File: config.mk
export PLATFORM = sky130hd
export DESIGN_NAME = dma_regbank
export DESIGN_NICKNAME = d
export VERILOG_FILES = /design/src/rtl/dma_rb_pkg.sv /design/src/rtl/dma_rb_decode.sv /design/src/rtl/dma_rb_chan.sv /design/src/rtl/dma_regbank.sv
export SDC_FILE = /design/constraint.sdc
export NUM_CORES = 1
export LEC_CHECK = 0
export ABC_AREA = 1
export BUFFER_PORTS_ARGS = -buffer_cell sky130_fd_sc_hd__buf_2
export CAP_MARGIN = 20
export CORE_MARGIN = 8
export CORE_UTILIZATION = 57
export DETAILED_ROUTE_END_ITERATION = 10
export MAX_ROUTING_LAYER = met4
export PLACE_DENSITY = 0.85
export SLEW_MARGIN = 20
export SYNTH_ARGS = -nofsm -noshare
export SYNTH_HDL_FRONTEND = slang
export SYNTH_SLANG_ARGS = --single-unit
File: constraint.sdc
create_clock -name clk -period 1.8 [get_ports clk]
set_input_delay 0 -clock clk [delete_from_list [all_inputs] [get_ports clk]]
set_output_delay 0 -clock clk [all_outputs]
set_load 0.02 [all_outputs]
File: src/rtl/dma_rb_pkg.sv
package dma_rb_pkg;

    localparam int NUM_CH  = 4;
    localparam int CH_W    = $clog2(NUM_CH);
    localparam int WORD_W  = 16;
    localparam int BYTE_W  = 8;
    localparam int PORT_W  = 4;

    typedef enum logic [PORT_W-1:0] {
        PORT_STATUS  = 4'h8,
        PORT_SMASK   = 4'hA,
        PORT_MODE    = 4'hB,
        PORT_CLRPTR  = 4'hC,
        PORT_MCLR    = 4'hD,
        PORT_CLRMASK = 4'hE,
        PORT_ALLMASK = 4'hF
    } cmd_port_e;

    typedef struct packed {
        logic [NUM_CH-1:0] wr_addr;
        logic [NUM_CH-1:0] wr_cnt;
        logic              word_acc;
        logic              smask_wr;
        logic              mode_wr;
        logic              clrptr_wr;
        logic              mclr_wr;
        logic              clrmask_wr;
        logic              allmask_wr;
        logic              status_rd;
    } strobe_t;

    function automatic logic [BYTE_W-1:0] pick_byte(input logic [WORD_W-1:0] w,
                                                    input logic hi);
        return hi ? w[WORD_W-1:BYTE_W] : w[BYTE_W-1:0];
    endfunction

endpackage

File: src/rtl/dma_rb_decode.sv
module dma_rb_decode
    import dma_rb_pkg::*;
(
    input  logic [PORT_W-1:0] io_addr,
    input  logic              io_wr,
    input  logic              io_rd,
    output strobe_t           stb
);
    logic is_word_port;
    logic [CH_W-1:0] sel_ch;

    assign is_word_port = ~io_addr[PORT_W-1];
    assign sel_ch       = io_addr[CH_W:1];

    generate
        for (genvar g = 0; g < NUM_CH; g++) begin : g_ch
            assign stb.wr_addr[g] = io_wr && is_word_port && (sel_ch == CH_W'(g)) && !io_addr[0];
            assign stb.wr_cnt[g]  = io_wr && is_word_port && (sel_ch == CH_W'(g)) &&  io_addr[0];
        end
    endgenerate

    assign stb.word_acc   = (io_wr || io_rd) && is_word_port;
    assign stb.smask_wr   = io_wr && (io_addr == PORT_SMASK);
    assign stb.mode_wr    = io_wr && (io_addr == PORT_MODE);
    assign stb.clrptr_wr  = io_wr && (io_addr == PORT_CLRPTR);
    assign stb.mclr_wr    = io_wr && (io_addr == PORT_MCLR);
    assign stb.clrmask_wr = io_wr && (io_addr == PORT_CLRMASK);
    assign stb.allmask_wr = io_wr && (io_addr == PORT_ALLMASK);
    assign stb.status_rd  = io_rd && (io_addr == PORT_STATUS);
endmodule

File: src/rtl/dma_rb_chan.sv
module dma_rb_chan
    import dma_rb_pkg::*;
(
    input  logic              clk,
    input  logic              rst,
    input  logic              wr_addr,
    input  logic              wr_cnt,
    input  logic              hi,
    input  logic [BYTE_W-1:0] wdata,
    input  logic              mode_wr,
    input  logic              mode_auto,
    input  logic              mode_casc,
    input  logic              step,
    output logic [WORD_W-1:0] cur_addr,
    output logic [WORD_W-1:0] cur_cnt,
    output logic              autoinit,
    output logic              cascade,
    output logic              at_tc
);
    logic [WORD_W-1:0] base_addr, base_cnt;

    assign at_tc = (cur_cnt == '0);

    always_ff @(posedge clk) begin
        if (rst) begin
            autoinit <= 1'b0;
            cascade  <= 1'b0;
        end else if (mode_wr) begin
            autoinit <= mode_auto;
            cascade  <= mode_casc;
        end
    end

    always_ff @(posedge clk) begin
        if (rst) begin
            base_addr <= '0;
            cur_addr  <= '0;
        end else if (wr_addr) begin
            if (hi) begin
                base_addr[WORD_W-1:BYTE_W] <= wdata;
                cur_addr[WORD_W-1:BYTE_W]  <= wdata;
            end else begin
                base_addr[BYTE_W-1:0] <= wdata;
                cur_addr[BYTE_W-1:0]  <= wdata;
            end
        end else if (step) begin
            if (at_tc && autoinit) cur_addr <= base_addr;
            else                   cur_addr <= cur_addr + 1'b1;
        end
    end

    always_ff @(posedge clk) begin
        if (rst) begin
            base_cnt <= '0;
            cur_cnt  <= '0;
        end else if (wr_cnt) begin
            if (hi) begin
                base_cnt[WORD_W-1:BYTE_W] <= wdata;
                cur_cnt[WORD_W-1:BYTE_W]  <= wdata;
            end else begin
                base_cnt[BYTE_W-1:0] <= wdata;
                cur_cnt[BYTE_W-1:0]  <= wdata;
            end
        end else if (step) begin
            if (at_tc && autoinit) cur_cnt <= base_cnt;
            else                   cur_cnt <= cur_cnt - 1'b1;
        end
    end


    step_dec_chk: assert property (@(posedge clk) disable iff (rst)
        (step && !at_tc && !wr_addr && !wr_cnt) |=>
        (cur_cnt == $past(cur_cnt) - 1'b1) && (cur_addr == $past(cur_addr) + 1'b1));


    tc_wrap_chk: assert property (@(posedge clk) disable iff (rst)
        (step && at_tc && !autoinit && !wr_cnt) |=> (cur_cnt == '1));


    reload_chk: assert property (@(posedge clk) disable iff (rst)
        (step && at_tc && autoinit && !wr_cnt && !wr_addr) |=>
        (cur_cnt == $past(base_cnt)) && (cur_addr == $past(base_addr)));
endmodule

File: src/rtl/dma_regbank.sv
module dma_regbank
    import dma_rb_pkg::*;
(
    input  logic              clk,
    input  logic              rst,
    input  logic [PORT_W-1:0] io_addr,
    input  logic [BYTE_W-1:0] io_wdata,
    input  logic              io_wr,
    input  logic              io_rd,
    output logic [BYTE_W-1:0] io_rdata,
    input  logic              xfer_valid,
    input  logic [CH_W-1:0]   xfer_chan,
    output logic              xfer_ack,
    output logic [WORD_W-1:0] xfer_addr,
    output logic [NUM_CH-1:0] mask_o
);
    strobe_t stb;
    logic    ptr_hi;
    logic [NUM_CH-1:0] mask_q, tc_stat;
    logic [NUM_CH-1:0] step, at_tc, tc_hit, autoinit, cascade;
    logic [NUM_CH-1:0][WORD_W-1:0] cur_addr, cur_cnt;
    logic [CH_W-1:0] cmd_ch;

    assign cmd_ch = io_wdata[CH_W-1:0];

    dma_rb_decode u_dec (
        .io_addr (io_addr),
        .io_wr   (io_wr),
        .io_rd   (io_rd),
        .stb     (stb)
    );

    generate
        for (genvar g = 0; g < NUM_CH; g++) begin : g_chan
            assign step[g]   = xfer_valid && (xfer_chan == CH_W'(g)) && !mask_q[g] && !cascade[g];
            assign tc_hit[g] = step[g] && at_tc[g];

            dma_rb_chan u_ch (
                .clk       (clk),
                .rst       (rst),
                .wr_addr   (stb.wr_addr[g]),
                .wr_cnt    (stb.wr_cnt[g]),
                .hi        (ptr_hi),
                .wdata     (io_wdata),
                .mode_wr   (stb.mode_wr && (cmd_ch == CH_W'(g))),
                .mode_auto (io_wdata[4]),
                .mode_casc (io_wdata[7] && io_wdata[6]),
                .step      (step[g]),
                .cur_addr  (cur_addr[g]),
                .cur_cnt   (cur_cnt[g]),
                .autoinit  (autoinit[g]),
                .cascade   (cascade[g]),
                .at_tc     (at_tc[g])
            );


            tc_mask_chk: assert property (@(posedge clk) disable iff (rst)
                (tc_hit[g] && !autoinit[g]) |=> mask_q[g]);
        end
    endgenerate

    always_ff @(posedge clk) begin
        if (rst)                               ptr_hi <= 1'b0;
        else if (stb.mclr_wr || stb.clrptr_wr) ptr_hi <= 1'b0;
        else if (stb.word_acc)                 ptr_hi <= ~ptr_hi;
    end

    always_ff @(posedge clk) begin
        if (rst || stb.mclr_wr) begin
            mask_q <= '1;
        end else begin
            logic [NUM_CH-1:0] nxt;
            nxt = mask_q;
            if (stb.smask_wr)   nxt[cmd_ch] = io_wdata[2];
            if (stb.clrmask_wr) nxt = '0;
            if (stb.allmask_wr) nxt = io_wdata[NUM_CH-1:0];
            mask_q <= nxt | (tc_hit & ~autoinit);
        end
    end

    always_ff @(posedge clk) begin
        if (rst || stb.mclr_wr) tc_stat <= '0;
        else if (stb.status_rd) tc_stat <= tc_hit;
        else                    tc_stat <= tc_stat | tc_hit;
    end

    always_comb begin
        io_rdata = '0;
        if (io_rd) begin
            if (!io_addr[PORT_W-1]) begin
                if (io_addr[0]) io_rdata = pick_byte(cur_cnt[io_addr[CH_W:1]], ptr_hi);
                else            io_rdata = pick_byte(cur_addr[io_addr[CH_W:1]], ptr_hi);
            end else if (io_addr == PORT_STATUS) begin
                io_rdata = BYTE_W'(tc_stat);
            end
        end
    end

    assign xfer_ack  = |step;
    assign xfer_addr = cur_addr[xfer_chan];
    assign mask_o    = mask_q;


    clrptr_low_chk: assert property (@(posedge clk) disable iff (rst)
        (io_wr && io_addr == PORT_CLRPTR) |=> !ptr_hi);


    mclr_state_chk: assert property (@(posedge clk) disable iff (rst)
        (io_wr && io_addr == PORT_MCLR) |=> (mask_q == '1) && (tc_stat == '0) && !ptr_hi);


    status_clear_chk: assert property (@(posedge clk) disable iff (rst)
        (io_rd && io_addr == PORT_STATUS && !xfer_valid) |=> (tc_stat == '0));


    ack_unmasked_chk: assert property (@(posedge clk) disable iff (rst)
        xfer_ack |-> $onehot0(step) && xfer_valid);
endmodule

# Word-level counts from Yosys, hierarchy flattened
# Cells that the tools add are included.
# op_classes
bitwise	6
n_div	0
shifts	0
mux	46
n_reduce_logical	108
order_cmp	4
n_mul	0
n_addsub	8
eq_ne	32
# op_table
cell	count
16-bit 2-to-1 mux	27
16-bit binary-select mux with 2-bit select	3
16-bit by 1-bit adder with 16-bit output, second input constant	4
16-bit zero test	4
2-bit AND reduction	32
16-bit by 1-bit subtractor with 16-bit output, second input constant	4
8-bit 2-to-1 mux	7
1-bit logical AND	47
2-bit inequality test, second input constant	16
4-bit == test, second input constant	7
4-bit 2-to-1 mux	6
2-bit nonzero test	8
2-bit == test, second input constant	6
1-bit zero test	9
2-bit by 3-bit less-than comparator with 1-bit output, second input constant	3
4-bit bitwise OR	2
2-bit by 1-bit == test with 1-bit output, second input constant	3
2-bit zero test	3
4-bit AND	1
4-bit bitwise mux	1
4-bit inverter	1
4-bit OR reduction	1
1-bit logical OR	3
1-bit demux with 2-bit select	1
4 further kinds	5
# totals
mem_bits_rw	0
wordCells	247
latch_bits	0
rom_bits	0
reg_bits	273
n_memories	0

# Longest topological paths before layout
# Gate-level depths: netlist (run 1).
# logic_depth
ltp_word	10
depth_mapped	11
depth_no_buf	11

# Hierarchy
# From an unflattened synthesis (run 1), not the netlist that was laid out.
# unflattened
cells_unflattened	2801
area_unflattened_um2	17693.2
# by_module_without_submodules
mod	cells_per_inst	area_per_inst_um2	seq_area_each_um2	instances
dma_rb_chan	564	3764.9	1321.3	4
dma_regbank	508	2483.6	180.2	1
dma_rb_decode	37	150.1	0.0	1

# Least setup slack after synthesis (run 1)
# Ideal clock, no wire load.
# synth_path
path_kind	register to register
start	register g_chan[1].u_ch.cur_cnt[0]
end	register g_chan[1].u_ch.cur_addr[12]
setup_slack_ns	0.055
stages_incl_launch_ff	12
arrival_ns	1.675
period_less_slack_ns	1.745
required_time_ns	1.730
path_cell_list	dfxtp_1 -> inv_1 -> ha_1 -> nand2_1 -> nor2_1 -> nand2_1 -> nor2_2 -> buf_4 -> nand2_1 -> nand2_1 -> nand2_1 -> a21oi_1
# synth_via
elab_chain_cells	5
# synth_rtl
item	line	source
start: declaration	dma_rb_chan.sv:15	output logic [WORD_W-1:0] cur_cnt,
start signal: indexed assignment	dma_rb_chan.sv:59	cur_cnt[WORD_W-1:BYTE_W] <= wdata;
start signal: indexed assignment	dma_rb_chan.sv:62	cur_cnt[BYTE_W-1:0] <= wdata;
start signal: assignment	dma_rb_chan.sv:65	if (at_tc && autoinit) cur_cnt <= base_cnt;
16-bit zero test	dma_rb_chan.sv:22	assign at_tc = (cur_cnt == '0);
1-bit logical AND	dma_rb_chan.sv:47	if (at_tc && autoinit) cur_addr <= base_addr;
16-bit 2-to-1 mux	dma_rb_chan.sv:47	
16-bit 2-to-1 mux	dma_rb_chan.sv:46	end else if (step) begin
16-bit 2-to-1 mux	dma_rb_chan.sv:38	end else if (wr_addr) begin
end signal: indexed assignment	dma_rb_chan.sv:41	cur_addr[WORD_W-1:BYTE_W] <= wdata;
end signal: assignment	dma_rb_chan.sv:47	
end signal: assignment	dma_rb_chan.sv:48	else cur_addr <= cur_addr + 1'b1;
end: declaration	dma_rb_chan.sv:14	output logic [WORD_W-1:0] cur_addr,
# No other way between the ends. The select of a mux whose other input is x is not followed.
# A chain may end at the register's enable or synchronous reset.

# Worst setup path after layout (run 1)
# layout_path
start	register g_chan[2].u_ch.cur_addr[6]
end	output io_rdata[6]
# layout_via
elab_chain_cells	6
# layout_rtl
item	line	source
start: declaration	dma_rb_chan.sv:14	
start signal: indexed assignment	dma_rb_chan.sv:41	
start signal: indexed assignment	dma_rb_chan.sv:44	cur_addr[BYTE_W-1:0] <= wdata;
start signal: assignment	dma_rb_chan.sv:47	
16-bit binary-select mux with 2-bit select	dma_regbank.sv:92	else io_rdata = pick_byte(cur_addr[io_addr[CH_W:1]], ptr_hi);
16-bit 2-to-1 mux (implied by the code)	dma_regbank.sv:92	
8-bit 2-to-1 mux	dma_rb_pkg.sv:34	return hi ? w[WORD_W-1:BYTE_W] : w[BYTE_W-1:0];
8-bit 2-to-1 mux	dma_regbank.sv:91	if (io_addr[0]) io_rdata = pick_byte(cur_cnt[io_addr[CH_W:1]], ptr_hi);
8-bit 2-to-1 mux	dma_regbank.sv:90	if (!io_addr[PORT_W-1]) begin
8-bit 2-to-1 mux	dma_regbank.sv:89	if (io_rd) begin
end: declaration	dma_regbank.sv:10	output logic [BYTE_W-1:0] io_rdata,
# No other way between the ends. The select of a mux whose other input is x is not followed.

==> impl_metrics.env, run 1 <==
export IMPL_whs_ns=0.0156
export IMPL_ys_types=35
export IMPL_critPathCaptureType="primary output"
export IMPL_gp_congestion=1.04
export IMPL_fin_nets=2798
export IMPL_required_ns=1.80
export IMPL_tritoncts="done"
export IMPL_tns_ns=-0.415
export IMPL_crit_start="g_chan[2].u_ch.cur_addr[6]"
export IMPL_io_buffers=47
export IMPL_ctsHtreeMaxLevel=1
export IMPL_io_pins=48
export IMPL_layout_common_cells="nand2_1 (601), o21ai_0 (385), a21oi_1 (236)"
export IMPL_clk_pin_slew_ns=0.07
export IMPL_setup_ws_ns=-0.0815
export IMPL_hold_violations=0
export IMPL_syn_nets=2625
export IMPL_drt_wl_total_um=65200
export IMPL_period_share_pct=105
export IMPL_vdd_drop_max_mv=0.784
export IMPL_rsz0062_at_grt="yes"
export IMPL_ys_seq_area_share_pct=33.7
export IMPL_synth_edff_count=0
export IMPL_worst_ep_arrival_time_ns=1.88
export IMPL_ys_seq_elements=273
export IMPL_cts_buffer_depth=3
export IMPL_status="finished, violations left"
export IMPL_power_density_nw_per_um2=773
export IMPL_vias_per_cell=6.25
export IMPL_dpl_hpwl_um=45200
export IMPL_slew_viol_final=0
export IMPL_final_common_cell="nand2_1"
export IMPL_clk_latency_ns=0.58
export IMPL_violations="negative setup slack"
export IMPL_die_w_um=185
export IMPL_r2r_start="g_chan[3].u_ch.cur_cnt[8]"
export IMPL_fillers=2391
export IMPL_drt_iter0_drc=2461
export IMPL_async_flop_share_pct=0
export IMPL_grt_start_max_net_pins=220
export IMPL_num_vias=19800
export IMPL_cp_max_fo=4
export IMPL_setup_violations=8
export IMPL_synthCells=2598
export IMPL_grt_pass1_wl_um=99100
export IMPL_wl_per_cell_um=20.5
export IMPL_dieArea_um2=34100
export IMPL_drv_cap=0
export IMPL_min_from="io_wr"
export IMPL_p_leak_nw=8.63
export IMPL_cts_sinks=273
export IMPL_clockRootBuffer="clkbuf_16"
export IMPL_worstMarginPinSlew_ns=0.859
export IMPL_die_h_um=185
export IMPL_grt_pass1_vias=18200
export IMPL_antenna_found_initial=0
export IMPL_numCtsBuffers=31
export IMPL_crit_path_start_kind="flip-flop"
export IMPL_initial_utilization_pct=58.1
export IMPL_finClkSkew_ns=0.0116
export IMPL_layout_drive_gt1_share_pct=18.8
export IMPL_area_delta_synth_final_pct=25.0
export IMPL_core_rowCount=61
export IMPL_drtPass1Iterations=6
export IMPL_crit_type="flip-flop to primary output"
export IMPL_slew_headroom_pct=42.7
export IMPL_layout_min_cycle_time_ns=1.88
export IMPL_drc_errors=0
export IMPL_core_um2=27900
export IMPL_synth_area_um2=16200
export IMPL_yosys_warnings=0
export IMPL_grt_util_all_layers_pct=37.5
export IMPL_grt_ovfl_total=0
export IMPL_avgSynthCellArea_um2=6.24
export IMPL_ant_nets=0
export IMPL_fmax_mhz=532
export IMPL_final_util_pct=72.6
export IMPL_synthFlopType="dfxtp_1"
export IMPL_hp_class="input port to flip-flop"
stage by stage:
stage	power (mW)	cell area [µm²]	worst slack, ns	cells
2_1_floorplan	7.82	16200	0.0551	2598
3_3_place_gp	8.64	17900	-0.0118	3071
3_5_place_dp	8.68	17900	-0.0461	3071
4_1_cts	15.5	19700	-0.0332	3157
5_1_grt	16.1	20300	-0.100	3174
6_report	15.7	20300	-0.0815	3175
registers in the layout, summed over array words and instances, names as in the netlist, 4 cells and up:
name / flops
g_chan.u_ch.autoinit: 4
g_chan.u_ch.base_addr: 64
g_chan.u_ch.base_cnt: 64
g_chan.u_ch.cascade: 4
g_chan.u_ch.cur_addr: 64
g_chan.u_ch.cur_cnt: 64
mask_o: 4
tc_stat: 4
path summary, 6_finish.rpt:
path | cells past startpoint | to | slack (ns)
worst min register to register | 2 | g_chan[2].u_ch.base_addr[9] | 0.45
worst min-delay path | 6 | g_chan[3].u_ch.base_addr[9] | 0.02
worst max-delay path | 6 | io_rdata[6] | -0.08
worst max register to register | 9 | g_chan[3].u_ch.cur_cnt[1] | 0.04
worst max-delay path, cell delays in order, from the launching register on:
cell	delay, ns
dfxtp_1	0.36
buf_4	0.15
a21oi_2	0.07
nand4_1	0.08
o211ai_1	0.21
a21oi_2	0.28
buf_6	0.15
synth_stat cells, drive strengths merged (27+ instances only):
library cell / count / area share (%)
o21ai: 391 / 12
a22oi: 27 / 1.2
clkbuf: 125 / 2.9
nand3: 202 / 6.3
nand4: 47 / 1.9
o211ai: 33 / 1.5
a21oi: 260 / 8.0
xor2: 44 / 2.4
nor2: 258 / 6.0
dfxtp: 273 / 34
nand2: 624 / 15
inv: 215 / 5.0
layer usage:
metal	vias to the layer above	wire length [µm]	global-route usage, %
met5	-	0	-
met4	0	4660	22.5
met3	346	8350	8.60
met2	1405	27700	55.5
met1	9034	24500	46.0
li1	9062	-	-
timing repair:
| item | in CTS | in global routing |
|---|---|---|
| hold buffers | 13 | 0 |
| hold endpoints to repair | 41 | 0 |
| endpoints found under the setup margin | 14 | 126 |
| pin swaps | 31 | 38 |
| gates resized for setup | 136 | 131 |
| cloned | 2 | 5 |
| buffers inserted | 16 | 13 |
cell type report:
type | count | area [µm²] | area share (%)
diodes | 1 | 2.50 | 0.0123
repair buffers | 289 | 2440 | 12.0
multi-input cells | 1959 | 9880 | 48.7
clock buffers | 40 | 850 | 4.19
clock inverters | 18 | 230 | 1.14
well taps | 378 | 473 | 2.33
inverters | 217 | 833 | 4.11
flip-flops and latches | 273 | 5560 | 27.5
power breakdown:
part / leakage, nW / switching (mW) / internal [mW]
clock network: 0.528 / 2.73 / 4.04
logic: 5.87 / 1.65 / 0.961
registers: 2.23 / 0.133 / 6.16
total: 8.63 / 4.51 / 11.2
kinds of logic after synthesis:
kind of cell    after synthesis  share of synthesized area [%]
fa+ha+maj                     8                          0.617
xor+xnor                     58                           3.13
buf+inv                     366                           8.65
compound gates              745                           24.5
flops                       273                           33.7
simple gates               1148                           29.4
No activity file was read; power rests on OpenSTA's default activity.
==> run 2: changes to the inputs <==
Settings changed: CORE_MARGIN 8 to 2.
==> run 2 against run 1 <==
The flow still finishes with violations (negative setup slack). Wire length decreased by 0.33%. Clock-buffer cell count up 1. Via count shrank 1.8%. Sequential power is essentially flat. Register-to-register slack about the same. Die area shrank 13%. First-iteration DRC count is 8.7% higher. Clock skew is 0.0045 ns lower. Sequential share of layout area up 0.32 points. Core utilization is 1.3 points lower. Largest power group unchanged. Highest routed layer unchanged.
==> impl_metrics.env, run 2 (synthesis results as in run 1) <==
export IMPL_status="finished, violations left"
export IMPL_violations="negative setup slack"
export IMPL_worstMarginPinSlew_ns=0.951
export IMPL_setup_violations=10
export IMPL_drt_wl_total_um=65000
export IMPL_power_total_mw=15.6
export IMPL_io_buffers=47
export IMPL_ant_nets=0
export IMPL_crit_type="flip-flop to primary output"
export IMPL_drtPass1Iterations=6
export IMPL_core_rowCount=61
export IMPL_vdd_drop_max_mv=1.08
export IMPL_whs_ns=0.0469
export IMPL_final_util_pct=71.3
export IMPL_power_density_nw_per_um2=785
export IMPL_initial_utilization_pct=58.1
export IMPL_gp_congestion=1.06
export IMPL_rsz0062_at_grt="yes"
export IMPL_slew_viol_final=0
export IMPL_dp_cells=3061
export IMPL_hold_violations=0
export IMPL_layout_drive_gt1_share_pct=16.8
export IMPL_antenna_found_initial=3
export IMPL_drc_errors=0
export IMPL_fmax_mhz=521
export IMPL_drt_iter0_drc=2676
export IMPL_slew_headroom_pct=36.6
export IMPL_required_ns=1.80
export IMPL_drv_cap=0
export IMPL_period_share_pct=107
export IMPL_hp_class="input port to flip-flop"
export IMPL_clk_pin_slew_ns=0.06
export IMPL_cp_max_fo=2
export IMPL_io_pins=48
export IMPL_clockRootBuffer="clkbuf_16"
export IMPL_final_common_cell="nand2_1"
export IMPL_p_leak_nw=8.51
export IMPL_ctsHtreeMaxLevel=1
export IMPL_setup_ws_ns=-0.119
export IMPL_fillers=2456
export IMPL_cts_buffer_depth=3
export IMPL_clk_latency_ns=0.57
export IMPL_final_cells=3156
export IMPL_crit_path_start_kind="flip-flop"
export IMPL_dpl_hpwl_um=44700
export IMPL_worst_ep_arrival_time_ns=1.92
export IMPL_grt_pass1_vias=18000
export IMPL_grt_start_max_net_pins=220
export IMPL_fin_nets=2779
export IMPL_grt_ovfl_total=0
export IMPL_cts_sinks=273
export IMPL_layout_min_cycle_time_ns=1.92
export IMPL_area_delta_synth_final_pct=22.8
export IMPL_holdPathStages=5
export IMPL_worstRegToRegCells=9
export IMPL_die_h_um=173
export IMPL_grt_pass1_wl_um=99900
export IMPL_num_vias=19500
export IMPL_critPathCaptureType="primary output"
export IMPL_layout_common_cells="nand2_1 (610), o21ai_0 (389), a21oi_1 (240)"
export IMPL_tritoncts="done"
export IMPL_tns_ns=-0.558
export IMPL_grt_util_all_layers_pct=42.8
export IMPL_wl_per_cell_um=20.6
export IMPL_numCtsBuffers=30
export IMPL_core_um2=27900
export IMPL_die_w_um=173
export IMPL_finClkSkew_ns=0.00707
export IMPL_dieArea_um2=29800
export IMPL_vias_per_cell=6.17
==> run 2: cell types whose count changed in the layout (fill, tap and decap cells not counted), moves of 6 or more <==
cell     delta
a21oi_4     -6
buf_4      -14
dfxtp_1    +16
dfxtp_2    -10
dfxtp_4     -6
nand2_1     +9
nand2_2     -8
nor2_1     +10
nor2_2      -8
==> run 2: worst paths after layout <==
| kind | startpoint | end | slack, ns |
|---|---|---|---|
| max | g_chan[3].u_ch.cur_cnt[13] | io_rdata[5] | -0.12 |
| min | io_addr[3] | ptr_hi | 0.05 |
| max reg2reg | g_chan[3].u_ch.cur_cnt[4] | g_chan[3].u_ch.cur_addr[13] | 0.05 |
| min reg2reg | g_chan[2].u_ch.base_addr[3] | g_chan[2].u_ch.base_addr[3] | 0.45 |
==> run 2: worst max-delay path, stage by stage, from the launching register on <==
cell	delay, ns
dfxtp_4	0.37
inv_4	0.04
nor2_4	0.14
a21oi_4	0.06
nand4_1	0.13
o211ai_1	0.16
a21oi_2	0.27
buf_4	0.18
==> run 2: final cells by class <==
type                            count  area (µm²)  area share, %
Multi-Input combinational cell   1959        9730           48.9
Sequential cell                   273        5530           27.8
Timing Repair Buffer              271        2260           11.3
Clock buffer                       41         883           4.44
Inverter                          217         837           4.20
Tap cell                          378         473           2.38
Clock inverter                     14         188          0.943
Antenna cell                        3        7.51         0.0377
==> run 2: routing by layer <==
metal / wire, µm / GRT usage (%) / vias to the layer above
met1: 24900 / 54.9 / 8947
met4: 3860 / 22.0 / 0
li1: - / - / 9033
met2: 28700 / 65.3 / 1258
met5: 0 / - / -
met3: 7500 / 6.75 / 247
==> run 2: through the flow <==
stage          setup WS (ns)  area, µm²
3_3_place_gp         -0.0455      17900
4_1_cts               -0.109      19400
5_1_grt               -0.133      19900
2_1_floorplan         0.0551      16200
3_5_place_dp         -0.0487      17900
6_report              -0.119      19900
==> run 2: repair_timing <==
| item | CTS | global route |
|---|---|---|
| hold endpoints to repair | 42 | 0 |
| gates cloned | 3 | 3 |
| setup endpoints to repair | 12 | 123 |
| hold buffers | 11 | 0 |
| setup buffers | 9 | 14 |
| resized for setup | 89 | 106 |
| pin swaps | 14 | 23 |
==> run 2: power breakdown <==
part	internal, mW	switching, mW
logic	0.956	1.64
registers	6.16	0.137
clock network	4.00	2.73
total	11.1	4.51
